## src/rtl/lbe_pkg.sv

```systemverilog
package lbe_pkg;

    localparam int DATA_W     = 128;
    localparam int STRB_W     = DATA_W / 8;
    localparam int LINE_BYTES = 64;
    localparam int LINE_BEATS = LINE_BYTES / STRB_W;
    localparam int BEAT_W     = $clog2(LINE_BEATS);
    localparam int BYTE_W     = $clog2(STRB_W);
    localparam int LINE_W     = $clog2(LINE_BYTES);
    localparam int LINE_DW    = DATA_W * LINE_BEATS;
    localparam int LINE_SW    = STRB_W * LINE_BEATS;

    localparam logic [2:0] SIZE_BEAT = 3'(BYTE_W);

    typedef enum logic [1:0] {
        BURST_FIXED = 2'b00,
        BURST_INCR  = 2'b01,
        BURST_WRAP  = 2'b10
    } burst_e;

    typedef enum logic [1:0] {
        WCNT_ONE  = 2'b00,
        WCNT_TWO  = 2'b01,
        WCNT_FOUR = 2'b10,
        WCNT_LINE = 2'b11
    } wcnt_e;

    typedef enum logic [1:0] {
        RD_IDLE,
        RD_ADDR,
        RD_DATA
    } rd_state_e;

    typedef enum logic [1:0] {
        WR_IDLE,
        WR_ADDR,
        WR_DATA,
        WR_RESP
    } wr_state_e;

    // first slot of a write burst, aligned to the burst's own size
    function automatic logic [BEAT_W-1:0] wr_first_slot(
        input logic [BEAT_W-1:0] slot,
        input wcnt_e             code
    );
        case (code)
            WCNT_ONE: return slot;
            WCNT_TWO: return {slot[BEAT_W-1:1], 1'b0};
            default:  return '0;
        endcase
    endfunction

    function automatic logic [BEAT_W-1:0] wr_last_cnt(input wcnt_e code);
        case (code)
            WCNT_ONE: return BEAT_W'(0);
            WCNT_TWO: return BEAT_W'(1);
            default:  return BEAT_W'(LINE_BEATS - 1);
        endcase
    endfunction

endpackage

```

## src/rtl/lbe_fill_ctrl.sv

```systemverilog
module lbe_fill_ctrl
    import lbe_pkg::*;
#(
    parameter int ADDR_W = 32
) (
    input  logic              clk,
    input  logic              rst,
    input  logic              req_valid,
    output logic              req_ready,
    input  logic [ADDR_W-1:0] req_addr,
    output logic              ar_valid,
    input  logic              ar_ready,
    output logic [ADDR_W-1:0] ar_addr,
    output logic [7:0]        ar_len,
    output logic [2:0]        ar_size,
    output logic [1:0]        ar_burst,
    input  logic              r_valid,
    output logic              r_ready,
    input  logic [DATA_W-1:0] r_data,
    input  logic [1:0]        r_resp,
    output logic              beat_valid,
    output logic [BEAT_W-1:0] beat_idx,
    output logic [DATA_W-1:0] beat_data,
    output logic [1:0]        beat_resp,
    output logic              beat_last
);

    localparam int HI_W = ADDR_W - BYTE_W;
    localparam logic [BEAT_W-1:0] CNT_END = BEAT_W'(LINE_BEATS - 1);

    rd_state_e         state_q;
    logic [HI_W-1:0]   beat_addr_q;
    logic [BEAT_W-1:0] cnt_q;

    logic unused_low;
    assign unused_low = ^req_addr[BYTE_W-1:0];

    assign req_ready  = (state_q == RD_IDLE);
    assign ar_valid   = (state_q == RD_ADDR);
    assign ar_addr    = {beat_addr_q, {BYTE_W{1'b0}}};
    assign ar_len     = 8'(LINE_BEATS - 1);
    assign ar_size    = SIZE_BEAT;
    assign ar_burst   = BURST_WRAP;
    assign r_ready    = (state_q == RD_DATA);
    assign beat_valid = r_valid && r_ready;
    assign beat_idx   = beat_addr_q[BEAT_W-1:0] + cnt_q;
    assign beat_data  = r_data;
    assign beat_resp  = r_resp;
    assign beat_last  = (cnt_q == CNT_END);

    always_ff @(posedge clk) begin
        if (rst) begin
            state_q     <= RD_IDLE;
            beat_addr_q <= '0;
            cnt_q       <= '0;
        end else begin
            case (state_q)
                RD_IDLE: if (req_valid) begin
                    beat_addr_q <= req_addr[ADDR_W-1:BYTE_W];
                    cnt_q       <= '0;
                    state_q     <= RD_ADDR;
                end
                RD_ADDR: if (ar_ready) state_q <= RD_DATA;
                RD_DATA: if (r_valid) begin
                    cnt_q <= cnt_q + 1'b1;
                    if (beat_last) state_q <= RD_IDLE;
                end
                default: state_q <= RD_IDLE;
            endcase
        end
    end

    assert_ar_shape_R1: assert property (@(posedge clk) disable iff (rst)
        ar_valid |-> (ar_burst == BURST_WRAP) && (ar_len == 8'd3) && (ar_size == SIZE_BEAT));

    assert_single_fill_R4: assert property (@(posedge clk) disable iff (rst)
        (req_valid && req_ready) |=> !req_ready);

    assert_last_reopens_R3: assert property (@(posedge clk) disable iff (rst)
        (beat_valid && beat_last) |=> req_ready && !r_ready);

    assert_ar_hold_R9: assert property (@(posedge clk) disable iff (rst)
        (ar_valid && !ar_ready) |=> ar_valid && $stable(ar_addr));

endmodule

```

## src/rtl/lbe_evict_ctrl.sv

```systemverilog
module lbe_evict_ctrl
    import lbe_pkg::*;
#(
    parameter int ADDR_W = 32
) (
    input  logic               clk,
    input  logic               rst,
    input  logic               req_valid,
    output logic               req_ready,
    input  logic [ADDR_W-1:0]  req_addr,
    input  logic [1:0]         req_beats,
    input  logic [LINE_DW-1:0] req_line,
    input  logic [LINE_SW-1:0] req_strb,
    output logic               aw_valid,
    input  logic               aw_ready,
    output logic [ADDR_W-1:0]  aw_addr,
    output logic [7:0]         aw_len,
    output logic [2:0]         aw_size,
    output logic [1:0]         aw_burst,
    output logic               w_valid,
    input  logic               w_ready,
    output logic [DATA_W-1:0]  w_data,
    output logic [STRB_W-1:0]  w_strb,
    output logic               w_last,
    input  logic               b_valid,
    output logic               b_ready,
    input  logic [1:0]         b_resp,
    output logic               done,
    output logic [1:0]         done_resp
);

    localparam int TAG_W = ADDR_W - LINE_W;

    wr_state_e          state_q;
    logic [TAG_W-1:0]   tag_q;
    logic [BEAT_W-1:0]  first_q;
    logic [BEAT_W-1:0]  end_q;
    logic [BEAT_W-1:0]  cnt_q;
    logic [LINE_DW-1:0] line_q;
    logic [LINE_SW-1:0] strb_q;
    logic [BEAT_W-1:0]  slot;

    logic [DATA_W-1:0] slot_data [LINE_BEATS];
    logic [STRB_W-1:0] slot_strb [LINE_BEATS];

    logic unused_low;
    assign unused_low = ^req_addr[BYTE_W-1:0];

    for (genvar g = 0; g < LINE_BEATS; g++) begin : g_slot
        assign slot_data[g] = line_q[g*DATA_W +: DATA_W];
        assign slot_strb[g] = strb_q[g*STRB_W +: STRB_W];
    end

    assign slot      = first_q + cnt_q;
    assign req_ready = (state_q == WR_IDLE);
    assign aw_valid  = (state_q == WR_ADDR);
    assign aw_addr   = {tag_q, first_q, {BYTE_W{1'b0}}};
    assign aw_len    = {{(8-BEAT_W){1'b0}}, end_q};
    assign aw_size   = SIZE_BEAT;
    assign aw_burst  = BURST_INCR;
    assign w_valid   = (state_q == WR_DATA);
    assign w_data    = slot_data[slot];
    assign w_strb    = slot_strb[slot];
    assign w_last    = (cnt_q == end_q);
    assign b_ready   = (state_q == WR_RESP);
    assign done      = b_valid && b_ready;
    assign done_resp = b_resp;

    always_ff @(posedge clk) begin
        if (rst) begin
            state_q <= WR_IDLE;
            tag_q   <= '0;
            first_q <= '0;
            end_q   <= '0;
            cnt_q   <= '0;
            line_q  <= '0;
            strb_q  <= '0;
        end else begin
            case (state_q)
                WR_IDLE: if (req_valid) begin
                    tag_q   <= req_addr[ADDR_W-1:LINE_W];
                    first_q <= wr_first_slot(req_addr[LINE_W-1:BYTE_W], wcnt_e'(req_beats));
                    end_q   <= wr_last_cnt(wcnt_e'(req_beats));
                    cnt_q   <= '0;
                    line_q  <= req_line;
                    strb_q  <= req_strb;
                    state_q <= WR_ADDR;
                end
                WR_ADDR: if (aw_ready) state_q <= WR_DATA;
                WR_DATA: if (w_ready) begin
                    if (w_last) state_q <= WR_RESP;
                    else        cnt_q   <= cnt_q + 1'b1;
                end
                WR_RESP: if (b_valid) state_q <= WR_IDLE;
                default: state_q <= WR_IDLE;
            endcase
        end
    end

    assert_not_fixed_R5: assert property (@(posedge clk) disable iff (rst)
        aw_valid |-> (aw_burst == BURST_INCR) && (aw_size == SIZE_BEAT));

    assert_no_cross_R6: assert property (@(posedge clk) disable iff (rst)
        aw_valid |-> (aw_len[7:2] == 6'd0) &&
                     (({1'b0, aw_addr[5:4]} + {1'b0, aw_len[1:0]}) <= 3'd3));

    assert_w_hold_R7: assert property (@(posedge clk) disable iff (rst)
        (w_valid && !w_ready) |=> w_valid && $stable(w_data) && $stable(w_strb));

    assert_wlast_end_R7: assert property (@(posedge clk) disable iff (rst)
        (w_valid && w_ready && w_last) |=> !w_valid && b_ready);

    assert_single_evict_R8: assert property (@(posedge clk) disable iff (rst)
        (req_valid && req_ready) |=> !req_ready);

    assert_aw_hold_R9: assert property (@(posedge clk) disable iff (rst)
        (aw_valid && !aw_ready) |=> aw_valid && $stable(aw_addr) && $stable(aw_len));

endmodule

```

## src/rtl/line_burst_engine.sv

```systemverilog
module line_burst_engine
    import lbe_pkg::*;
#(
    parameter int ADDR_W = 32
) (
    input  logic               clk,
    input  logic               rst,
    input  logic               fill_req_valid,
    output logic               fill_req_ready,
    input  logic [ADDR_W-1:0]  fill_req_addr,
    output logic               ar_valid,
    input  logic               ar_ready,
    output logic [ADDR_W-1:0]  ar_addr,
    output logic [7:0]         ar_len,
    output logic [2:0]         ar_size,
    output logic [1:0]         ar_burst,
    input  logic               r_valid,
    output logic               r_ready,
    input  logic [DATA_W-1:0]  r_data,
    input  logic [1:0]         r_resp,
    output logic               fill_beat_valid,
    output logic [BEAT_W-1:0]  fill_beat_idx,
    output logic [DATA_W-1:0]  fill_beat_data,
    output logic [1:0]         fill_beat_resp,
    output logic               fill_beat_last,
    input  logic               evict_req_valid,
    output logic               evict_req_ready,
    input  logic [ADDR_W-1:0]  evict_req_addr,
    input  logic [1:0]         evict_req_beats,
    input  logic [LINE_DW-1:0] evict_req_line,
    input  logic [LINE_SW-1:0] evict_req_strb,
    output logic               aw_valid,
    input  logic               aw_ready,
    output logic [ADDR_W-1:0]  aw_addr,
    output logic [7:0]         aw_len,
    output logic [2:0]         aw_size,
    output logic [1:0]         aw_burst,
    output logic               w_valid,
    input  logic               w_ready,
    output logic [DATA_W-1:0]  w_data,
    output logic [STRB_W-1:0]  w_strb,
    output logic               w_last,
    input  logic               b_valid,
    output logic               b_ready,
    input  logic [1:0]         b_resp,
    output logic               evict_done,
    output logic [1:0]         evict_resp
);

    lbe_fill_ctrl #(.ADDR_W(ADDR_W)) u_fill (
        .clk        (clk),
        .rst        (rst),
        .req_valid  (fill_req_valid),
        .req_ready  (fill_req_ready),
        .req_addr   (fill_req_addr),
        .ar_valid   (ar_valid),
        .ar_ready   (ar_ready),
        .ar_addr    (ar_addr),
        .ar_len     (ar_len),
        .ar_size    (ar_size),
        .ar_burst   (ar_burst),
        .r_valid    (r_valid),
        .r_ready    (r_ready),
        .r_data     (r_data),
        .r_resp     (r_resp),
        .beat_valid (fill_beat_valid),
        .beat_idx   (fill_beat_idx),
        .beat_data  (fill_beat_data),
        .beat_resp  (fill_beat_resp),
        .beat_last  (fill_beat_last)
    );

    lbe_evict_ctrl #(.ADDR_W(ADDR_W)) u_evict (
        .clk       (clk),
        .rst       (rst),
        .req_valid (evict_req_valid),
        .req_ready (evict_req_ready),
        .req_addr  (evict_req_addr),
        .req_beats (evict_req_beats),
        .req_line  (evict_req_line),
        .req_strb  (evict_req_strb),
        .aw_valid  (aw_valid),
        .aw_ready  (aw_ready),
        .aw_addr   (aw_addr),
        .aw_len    (aw_len),
        .aw_size   (aw_size),
        .aw_burst  (aw_burst),
        .w_valid   (w_valid),
        .w_ready   (w_ready),
        .w_data    (w_data),
        .w_strb    (w_strb),
        .w_last    (w_last),
        .b_valid   (b_valid),
        .b_ready   (b_ready),
        .b_resp    (b_resp),
        .done      (evict_done),
        .done_resp (evict_resp)
    );

endmodule

```

## config.mk

```make
export PLATFORM = sky130hd
export DESIGN_NAME = line_burst_engine
export DESIGN_NICKNAME = d
export VERILOG_FILES = /design/src/rtl/lbe_pkg.sv /design/src/rtl/lbe_fill_ctrl.sv /design/src/rtl/lbe_evict_ctrl.sv /design/src/rtl/line_burst_engine.sv
export SDC_FILE = /design/constraint.sdc
export NUM_CORES = 1
export LEC_CHECK = 0
export BUFFER_PORTS_ARGS = -buffer_cell sky130_fd_sc_hd__buf_2
export CORE_AREA = 2 2 457 459
export CTS_CLUSTER_DIAMETER = 120
export DETAILED_ROUTE_END_ITERATION = 8
export DIE_AREA = 0 0 459 461
export GPL_TIMING_DRIVEN = 1
export SYNTH_ARGS = -nofsm -noshare
export SYNTH_HDL_FRONTEND = slang
export SYNTH_SLANG_ARGS = --single-unit
```

## constraint.sdc

```tcl
create_clock -name clk -period 3.5 [get_ports clk]
set_input_delay 0.7 -clock clk [delete_from_list [all_inputs] [get_ports clk]]
set_output_delay 0.7 -clock clk [all_outputs]
set_load 0.02 [all_outputs]
```

# [Word level (Yosys, flattened, before mapping)]
# Cells that the tools add are included.
[totals] ff_bits=642 latchBits=0 ramBits=0 romBits=0 inputBits=783 output_inout_bits=379 mem_count=0
[classes] n_addsub=4 mul=0 div=0 n_lt_le_gt_ge=1 n_eq_ne=18 shifts=0 muxes=26 n_bitwise=1 n_reduce_logical=13
[ops] operator="128-bit binary-select mux with 2-bit select" n=1
[ops] operator="128-bit two-way mux" n=2
[ops] operator="16-bit binary-select mux with 2-bit select" n=1
[ops] operator="16-bit two-way mux" n=2
[ops] operator="2-bit two-way mux" n=14
[ops] operator="2-bit one-hot mux with 2 select lines" n=4
[ops] operator="2-bit != test, second input constant" n=6
[ops] operator="2-bit equality test, second input constant" n=4
[ops] operator="2-bit by 1-bit != test with 1-bit output, second input constant" n=4
[ops] operator="2-bit one-hot mux with 4 select lines" n=1
[ops] operator="4-bit AND reduction" n=2
[ops] operator="2-bit by 1-bit equality test with 1-bit output, second input constant" n=3
[ops] operator="2-bit logical NOT" n=3
[ops] operator="2-bit one-hot mux with 3 select lines" n=1
[ops] operator="5-bit AND reduction" n=1
[ops] operator="2-bit by 1-bit adder with 2-bit output, second input constant" n=2
[ops] operator="2-bit adder" n=2
[ops] operator="2-bit AND reduction" n=2
[ops] operator="2-bit nonzero test" n=2
[ops] operator="3-bit greater-or-equal comparator, second input constant" n=1
[ops] operator="2-bit inverter with 3-bit output" n=1
[ops] operator="3-bit AND reduction" n=1
[ops] operator="2-bit equality test" n=1
[ops] operator="1-bit logical AND" n=2

# [Logic depth before layout (Yosys ltp)]
# Gate-level depths: netlist of the first run.
[depth] ltp_word=5 depth_mapped=8 depth_no_buf=6

# [Hierarchy]
# From an unflattened synthesis of the first run, not the netlist that was laid out.
[unflattened] hier_cells=3161 area_unflattened_um2=26805.7
[by_module_without_submodules] mod="lbe_evict_ctrl" instances=1 cells_per_inst=2863 area_per_inst_um2=24466.0
[by_module_without_submodules] mod="lbe_fill_ctrl" instances=1 cells_per_inst=298 area_per_inst_um2=2339.7

# [Least setup slack after synthesis of the first run]
# No wires, ideal clock.
[synth_path] kind="reg2out" start="register u_evict.first_q[0]" end="output port w_strb[3]" arrival_time_ns=2.054 required_time_ns=2.800 slack_ns=0.746 stages_incl_launch_ff=7 path_cell_list="dfxtp_1 ha_1 buf_2 buf_4 buf_2 clkbuf_1 mux4_1"
[synth_between] elab_chain_len=5
[synth_lines] element="from (decl)" line="lbe_evict_ctrl.sv:36" text="logic [BEAT_W-1:0] first_q;"
[synth_lines] element="from (signal assigned)" line="lbe_evict_ctrl.sv:82" text="first_q <= wr_first_slot(req_addr[LINE_W-1:BYTE_W], wcnt_e'(req_beats));"
[synth_lines] element="2-bit adder" line="lbe_evict_ctrl.sv:54" text="assign slot = first_q + cnt_q;"
[synth_lines] element="2-bit inverter with 3-bit output (implied by the code)" line="lbe_evict_ctrl.sv:63" text="assign w_strb = slot_strb[slot];"
[synth_lines] element="16-bit binary-select mux with 2-bit select" line="lbe_evict_ctrl.sv:63"
[synth_lines] element="16-bit two-way mux (implied by the code) (2 in series)" line="lbe_evict_ctrl.sv:63"
[synth_lines] element="to (decl)" line="line_burst_engine.sv:41" text="output logic [STRB_W-1:0] w_strb,"
# No other way between the ends. The select of a mux whose other input is x is not followed.

# [Final worst setup path of the first run]
[layout_path] start="register u_evict.first_q[0]" end="output port w_strb[5]"
# Same word-level chain as after synthesis.

==> results.ini, run 1 <==
[floorplan]
rows = 167
core_um2 = 206000
ioPinCount = 1162
dieArea_um2 = 212000
die_w_um = 459
start_util_pct = 13.0
chipHeight_um = 461

[worst_setup_path]
rr_endpoint = u_evict.strb_q[10]
reg2reg_slack_ns = 1.10
path_max_fanout = 6
rr_startpoint = u_evict.state_q[0]
required_ns = 2.80
path_class = register to primary output
ff2ff_path_depth = 6
critical_path_arrival_ns = 2.70
start_kind = register
critPathCaptureType = primary output

[clocking]
numCtsBuffers = 82
cts_tree = yes
path_clk_slew_ns = 0.07
clk_latency_ns = 0.70
postCtsHoldBufs = 0
clock-root-buffer = clkbuf_16
cts_buffer_depth = 3
cts_htree_levels = 3
cts_sinks = 642

[yosys]
synth_top_area_share_pct = 48.1
ys_seq_area_share_pct = 48.1
synth_top_area_cell = dfxtp_1
syn_avg_cell_area_um2 = 8.47
synth_cell_types = 34
synthTopCellsByArea = dfxtp_1 48%, nand2_1 18%, mux4_2 12%
ys_ff_latch = 642
syn-cell-area_um2 = 26700
synth_cells = 3157
ys_warn_count = 0

[detailed_routing]
ant_nets = 0
via_per_inst = 3.89
first_pass_iters = 6
route.detailed.wl_per_inst_um = 23.4
drt-total-wl_um = 156000
routed-via-count = 25900
drc_errors = 0
drtIter0Drc = 2012

[place]
dpl.cell_count = 6412
place_ws_ns = 0.484
dp_hpwl_um = 128000
portBuffers = 857
place_congestion = 0.865

[grt]
grt_overflow = 0
antenna_found_initial = 232
grt_pass1_wl_um = 205000
grt_usage_pct = 14.1
first_global_vias = 24300
grt_max_degree = 173

[hold_path]
min_to = u_evict.line_q[167]
holdCritStartpoint = evict_req_line[167]
hold_depth = 3
min_path_type = input port to register

[timing]
skew_ns = 0.0230
max_freq_mhz = 294
setup_ws_ns = 0.0965
slew_headroom_pct = 27.2
totalNegativeSetupSlack_ns = 0
final_hold_viol_count = 0
setup_viol_count_final = 0
period_needed_ns = 3.40
max_slew.worst_pin.slew_ns = 1.09
drv_slew = 0
rsz0062_at_grt = yes
post-route-period-util_pct = 97.2

[pwr]
total_leakage_power_nw = 14.7
powerDensity_nw_per_um2 = 717
ir_drop_mv = 0.384

[final_layout]
final_core_utilization_pct = 17.8
area_delta_synth_final_pct = 37.4
fillers = 23200
multi_input_area_um2 = 11800
nets = 4604
instances_no_fill = 6660
regArea_um2 = 12900
drive_above_1_share_pct = 32.1

[status]
outcome = finished clean

[flow_run]
drv_cap = 0

[timing repair]
item | 4_1_cts | 5_1_grt
resized for setup | 24 | 15
pin swaps | 2 | 2
endpoints found under the setup margin | 134 | 33
gates cloned | 5 | 0
setup buffers | 16 | 1
[cell usage after synthesis]
master / instances
nand2b_1: 4
xnor2_1: 4
nand2_1: 1268
nor2_1: 8
nor3b_1: 1
mux2i_1: 2
nand3b_1: 1
a211o_1: 1
o221ai_1: 1
xor2_2: 1
and2_1: 3
o22ai_1: 3
o21ai_0: 2
clkbuf_1: 214
conb_1: 2
a2bb2oi_1: 1
mux4_1: 3
xnor2_4: 1
inv_1: 8
or4_1: 1
a22oi_1: 3
ha_1: 7
a211oi_1: 1
buf_1: 6
mux2_2: 1
dfxtp_1: 642
buf_2: 7
nor2b_1: 2
mux4_2: 141
nor3_1: 3
and3b_1: 1
a21oi_1: 634
buf_6: 11
buf_4: 169
[worst max-delay path, stage by stage (launching register included)]
cell and delay [ns]:
dfxtp_2 0.35, ha_4 0.16, xor2_4 0.19, xnor2_4 0.14, buf_6 0.16, buf_12 0.16, buf_12 0.16, mux4_2 0.51
buf_6 0.15
[state kept, by name, indices dropped and copies added, names as in the netlist, 26 cells and up]
name	flops
u_evict.tag_q	26
u_fill.beat_addr_q	28
u_evict.strb_q	64
u_evict.line_q	512
[cell type report]
| class | instances | share of cell area, % |
|---|---|---|
| Antenna cell | 74 | 0.504 |
| Multi-Input combinational cell | 2130 | 32.0 |
| Inverter | 8 | 0.0817 |
| Tap cell | 2704 | 9.21 |
| Timing Repair Buffer | 950 | 15.3 |
| Clock buffer | 105 | 6.23 |
| Clock inverter | 47 | 1.68 |
| Sequential cell | 642 | 35.0 |
[cells in the final DEF, fill, tap and decap left out, drive strengths merged, types with 2 or more instances in the layout]
cell type  count
a21oi        634
a22oi          3
and2           3
buf          949
bufinv         9
clkbuf       105
clkinv        17
clkinvlp       8
conb          32
dfxtp        642
diode         74
ha             7
inv           21
mux2i          2
mux4         144
nand2       1268
nand2b         4
nor2           8
nor2b          2
nor3           3
o21ai          2
o22ai          3
xnor2          5
[how the worst max path moves through the flow]
stage	startpoint	endpoint	slack, ns
global placement	u_evict.cnt_q[0]	w_data[85]	0.53
finish	u_evict.first_q[0]	w_strb[5]	0.1
detailed placement	u_evict.cnt_q[0]	w_data[51]	0.48
CTS	u_evict.cnt_q[0]	w_data[61]	-0.02
global route	u_evict.first_q[0]	w_strb[4]	-0.01
floorplan	u_evict.first_q[0]	w_strb[3]	0.75
[layer usage]
metal  global-route usage (%)  vias to the layer above  share of wire (%)
met4                     5.13                       72                4.4
met1                     15.9                    12200                 38
met3                     6.82                      545                 12
met5                        0                        -               0.29
li1                         -                    11700                  -
met2                     23.0                     1392                 46
[through the flow]
| stage | instance area, um2 | total power, W | hold WS, ns |
|---|---|---|---|
| finish | 36700 | 0.0263 | 0.232 |
| global route | 36600 | 0.0278 | 0.166 |
| CTS | 36500 | 0.0268 | 0.136 |
| detailed placement | 33200 | 0.0173 | 0.442 |
| global placement | 33200 | 0.0172 | 0.438 |
| floorplan | 26900 | 0.0142 | 0.432 |
[cells by family after synthesis]
group                    after synthesis  synth area share, %
flip-flops                           642                 48.1
AO/OA/AOI/OAI                        646                 12.2
adder cells (fa/ha/maj)                7                0.327
AND/OR/NAND/NOR                     1292                 18.3
multiplexers                         147                 12.3
XOR/XNOR                               6                0.295
buffers and inverters                415                 8.54
other                                  2               0.0281
[where the power goes]
| part | switching, W | total (W) | internal [W] |
|---|---|---|---|
| Combinational | 0.00506 | 0.00775 | 0.00269 |
| Clock | 0.00374 | 0.00911 | 0.00538 |
| Sequential | 0.000833 | 0.00946 | 0.00863 |
No activity file was read; power rests on OpenSTA's default activity.
==> run 2: changes to the inputs <==
--- a/config.mk
+++ b/config.mk
@@ -6,11 +6,12 @@
 export NUM_CORES = 1
 export LEC_CHECK = 0
 export BUFFER_PORTS_ARGS = -buffer_cell sky130_fd_sc_hd__buf_2
-export CORE_AREA = 2 2 457 459
+export CORE_AREA = 2 2 449 451
 export CTS_CLUSTER_DIAMETER = 120
 export DETAILED_ROUTE_END_ITERATION = 8
-export DIE_AREA = 0 0 459 461
+export DIE_AREA = 0 0 451 453
 export GPL_TIMING_DRIVEN = 1
 export SYNTH_ARGS = -nofsm -noshare
 export SYNTH_HDL_FRONTEND = slang
+export SYNTH_HIERARCHICAL = 1
 export SYNTH_SLANG_ARGS = --single-unit
==> run 2 against run 1 <==
The run now ends with negative setup slack left. Sequential share of layout area shrank 0.26 points. Power increased by 0.17%. Flip-flop and latch count did not move. Count of clock-buffer cells in the layout up 3. Die area is 3.4% lower. Largest power group unchanged.
==> results.ini, run 2 <==
[timing]
final_hold_viol_count = 0
setup_ws_ns = -0.0275
max_slew.worst_pin.slew_ns = 1.06
post-route-period-util_pct = 101
skew_ns = 0.0263
drv_slew = 0
period_needed_ns = 3.53
setup_viol_count_final = 4
slew_headroom_pct = 29.5
rsz0062_at_grt = yes
max_freq_mhz = 283
fin_hold_ws_ns = 0.231

[clocking]
cts_sinks = 642
clock-root-buffer = clkbuf_16
cts_tree = yes
path_clk_slew_ns = 0.06
clk_latency_ns = 0.70
numCtsBuffers = 78
cts_buffer_depth = 3
cts_htree_levels = 3

[grt]
grt_overflow = 0
antenna_found_initial = 80
grt_pass1_wl_um = 187000
grt_max_degree = 107
first_global_vias = 24100
grt_usage_pct = 13.0

[worst_setup_path]
path_max_fanout = 8
ff2ff_path_depth = 6
rr_startpoint = u_evict/state_q[0]
reg2reg_slack_ns = 1.08
crit_end = w_data[117]
rr_endpoint = u_evict/line_q[166]
critPathCaptureType = primary output
startpoint = u_evict/first_q[0]
critical_path_arrival_ns = 2.83
path_class = register to primary output
required_ns = 2.80
start_kind = register

[detailed_routing]
drt-total-wl_um = 140000
routed-via-count = 25300
route.detailed.wl_per_inst_um = 21.4
ant_nets = 0
via_per_inst = 3.86
drc_errors = 0
first_pass_iters = 8
drtIter0Drc = 2461

[yosys]
synth_edf_count = 0
synth_top_area_cell = dfxtp_1
syn-cell-area_um2 = 26800
yosys-top-cells-count = 1268 x nand2_1, 642 x dfxtp_1, 635 x a21oi_1
synth_cell_types = 40
synthTopCellsByArea = dfxtp_1 48%, nand2_1 18%, mux4_2 12%
ys_ff_latch = 642
ys_seq_area_share_pct = 47.9
syn_avg_cell_area_um2 = 8.48
synth_ff_type = dfxtp_1
synth_top_area_share_pct = 47.9
synth_cells = 3161
post-synth-top-count-cell = nand2_1
async_reset_ff_share_pct = 0
ys_warn_count = 6

[final_layout]
instances_no_fill = 6557
layout_common_cells = 1267 x nand2_1, 782 x buf_2, 640 x dfxtp_1, 635 x a21oi_1, 144 x mux4_2
area_delta_synth_final_pct = 38.1
reg_top3 = u_evict/line_q x512, u_evict/strb_q x64, u_fill/beat_addr_q x28
nets = 4611
regMostFlops = u_evict/line_q
final_common_cell = nand2_1
largest_register_ffs = 512
fillers = 22400
drive_above_1_share_pct = 32.0

[pwr]
p_total_w = 0.0264
ir_drop_mv = 0.373
powerDensity_nw_per_um2 = 712
total_leakage_power_nw = 14.8

[status]
outcome = complete, but fails checks
violations = negative setup slack

[floorplan]
dieArea_um2 = 204000
chipHeight_um = 453
start_util_pct = 13.5
ioPinCount = 1162
rows = 164
core_um2 = 199000
die_w_um = 451

[place]
dpl.cell_count = 6365
place_congestion = 0.953
portBuffers = 857
dp_hpwl_um = 110000

[flow_run]
drv_cap = 0

[hold_path]
min_path_type = input port to register

[run 2: cell count changes in the layout (fill, tap and decap cells not counted), moves of 4 or more]
| cell | delta |
|---|---|
| buf_6 | +64 |
| buf_8 | +6 |
| diode_2 | -54 |
| clkbuf_1 | +5 |
| clkinvlp_4 | -4 |
| inv_6 | -7 |
| buf_4 | -6 |
| buf_2 | -61 |
[run 2: logic make-up (layout without fill, tap and decap cells)]
group	after synthesis	after routing	synth area share, %
compound gates	648	648	12.2
xor+xnor	6	6	0.294
fa+ha+maj	7	7	0.327
buf+inv	416	1108	8.66
flops	642	642	47.9
mux	145	145	12.1
other cells	4	52	0.0560
simple gates	1293	1293	18.3
[run 2: cell type report]
cell class	count	area, um2	share of cell area (%)
flip-flops and latches	642	12900	34.7
well taps	2656	3320	8.98
multi-input cells	2131	11800	31.8
clock buffers	108	2260	6.10
inverters	8	30.0	0.0811
repair buffers	960	6270	16.9
clock inverters	32	465	1.26
diodes	20	50.0	0.135
[run 2: repair_timing]
action,CTS,global route
hold buffers,0,0
buffers inserted,12,11
pin swaps,1,1
cloned,5,6
setup endpoints to repair,126,131
resized for setup,150,40
[run 2: worst max-delay path, stage by stage (launching register included)]
cell,delay (ns)
dfxtp_4,0.36
ha_4,0.15
xor2_4,0.20
xnor2_4,0.14
buf_12,0.13
buf_16,0.16
buf_12,0.16
mux4_2,0.60
buf_6,0.18
[run 2: worst min-delay path by stage]
stage | startpoint | end | slack [ns] | cells after the start
floorplan | u_evict/line_q[119] | u_evict/line_q[119] | 0.43 | 2
global route | evict_req_line[94] | u_evict/line_q[94] | 0.16 | 3
detailed placement | u_evict/line_q[15] | u_evict/line_q[15] | 0.44 | 2
CTS | evict_req_strb[3] | u_evict/strb_q[3] | 0.12 | 3
finish | evict_req_strb[3] | u_evict/strb_q[3] | 0.23 | 3
global placement | u_evict/line_q[337] | u_evict/line_q[337] | 0.44 | 2
[run 2: per-layer routing]
layer	global-route usage, %	vias to the layer above	wire, um
li1	-	11600	-
met3	4.82	255	14000
met5	0.396	-	312
met2	20.4	1195	64500
met4	3.93	32	3910
met1	16.4	12200	57700
[run 2: through the flow]
step	setup slack, ns	util, %	area (um2)	TNS [ns]
3_5_place_dp	0.354	16.6	33100	0
5_1_grt	-0.169	18.6	37000	-6.59
4_1_cts	-0.168	18.4	36700	-6.91
6_report	-0.0275	18.6	37000	-0.0668
2_1_floorplan	0.806	-	26900	0
3_3_place_gp	0.373	16.6	33100	0
[run 2: power breakdown]
group	switching, W	internal, W	total, W	leakage [nW]
Combinational	0.00529	0.00300	0.00828	8.18
Sequential	0.000832	0.00863	0.00946	5.27
Clock	0.00349	0.00513	0.00863	1.32
Total	0.00961	0.0168	0.0264	14.8
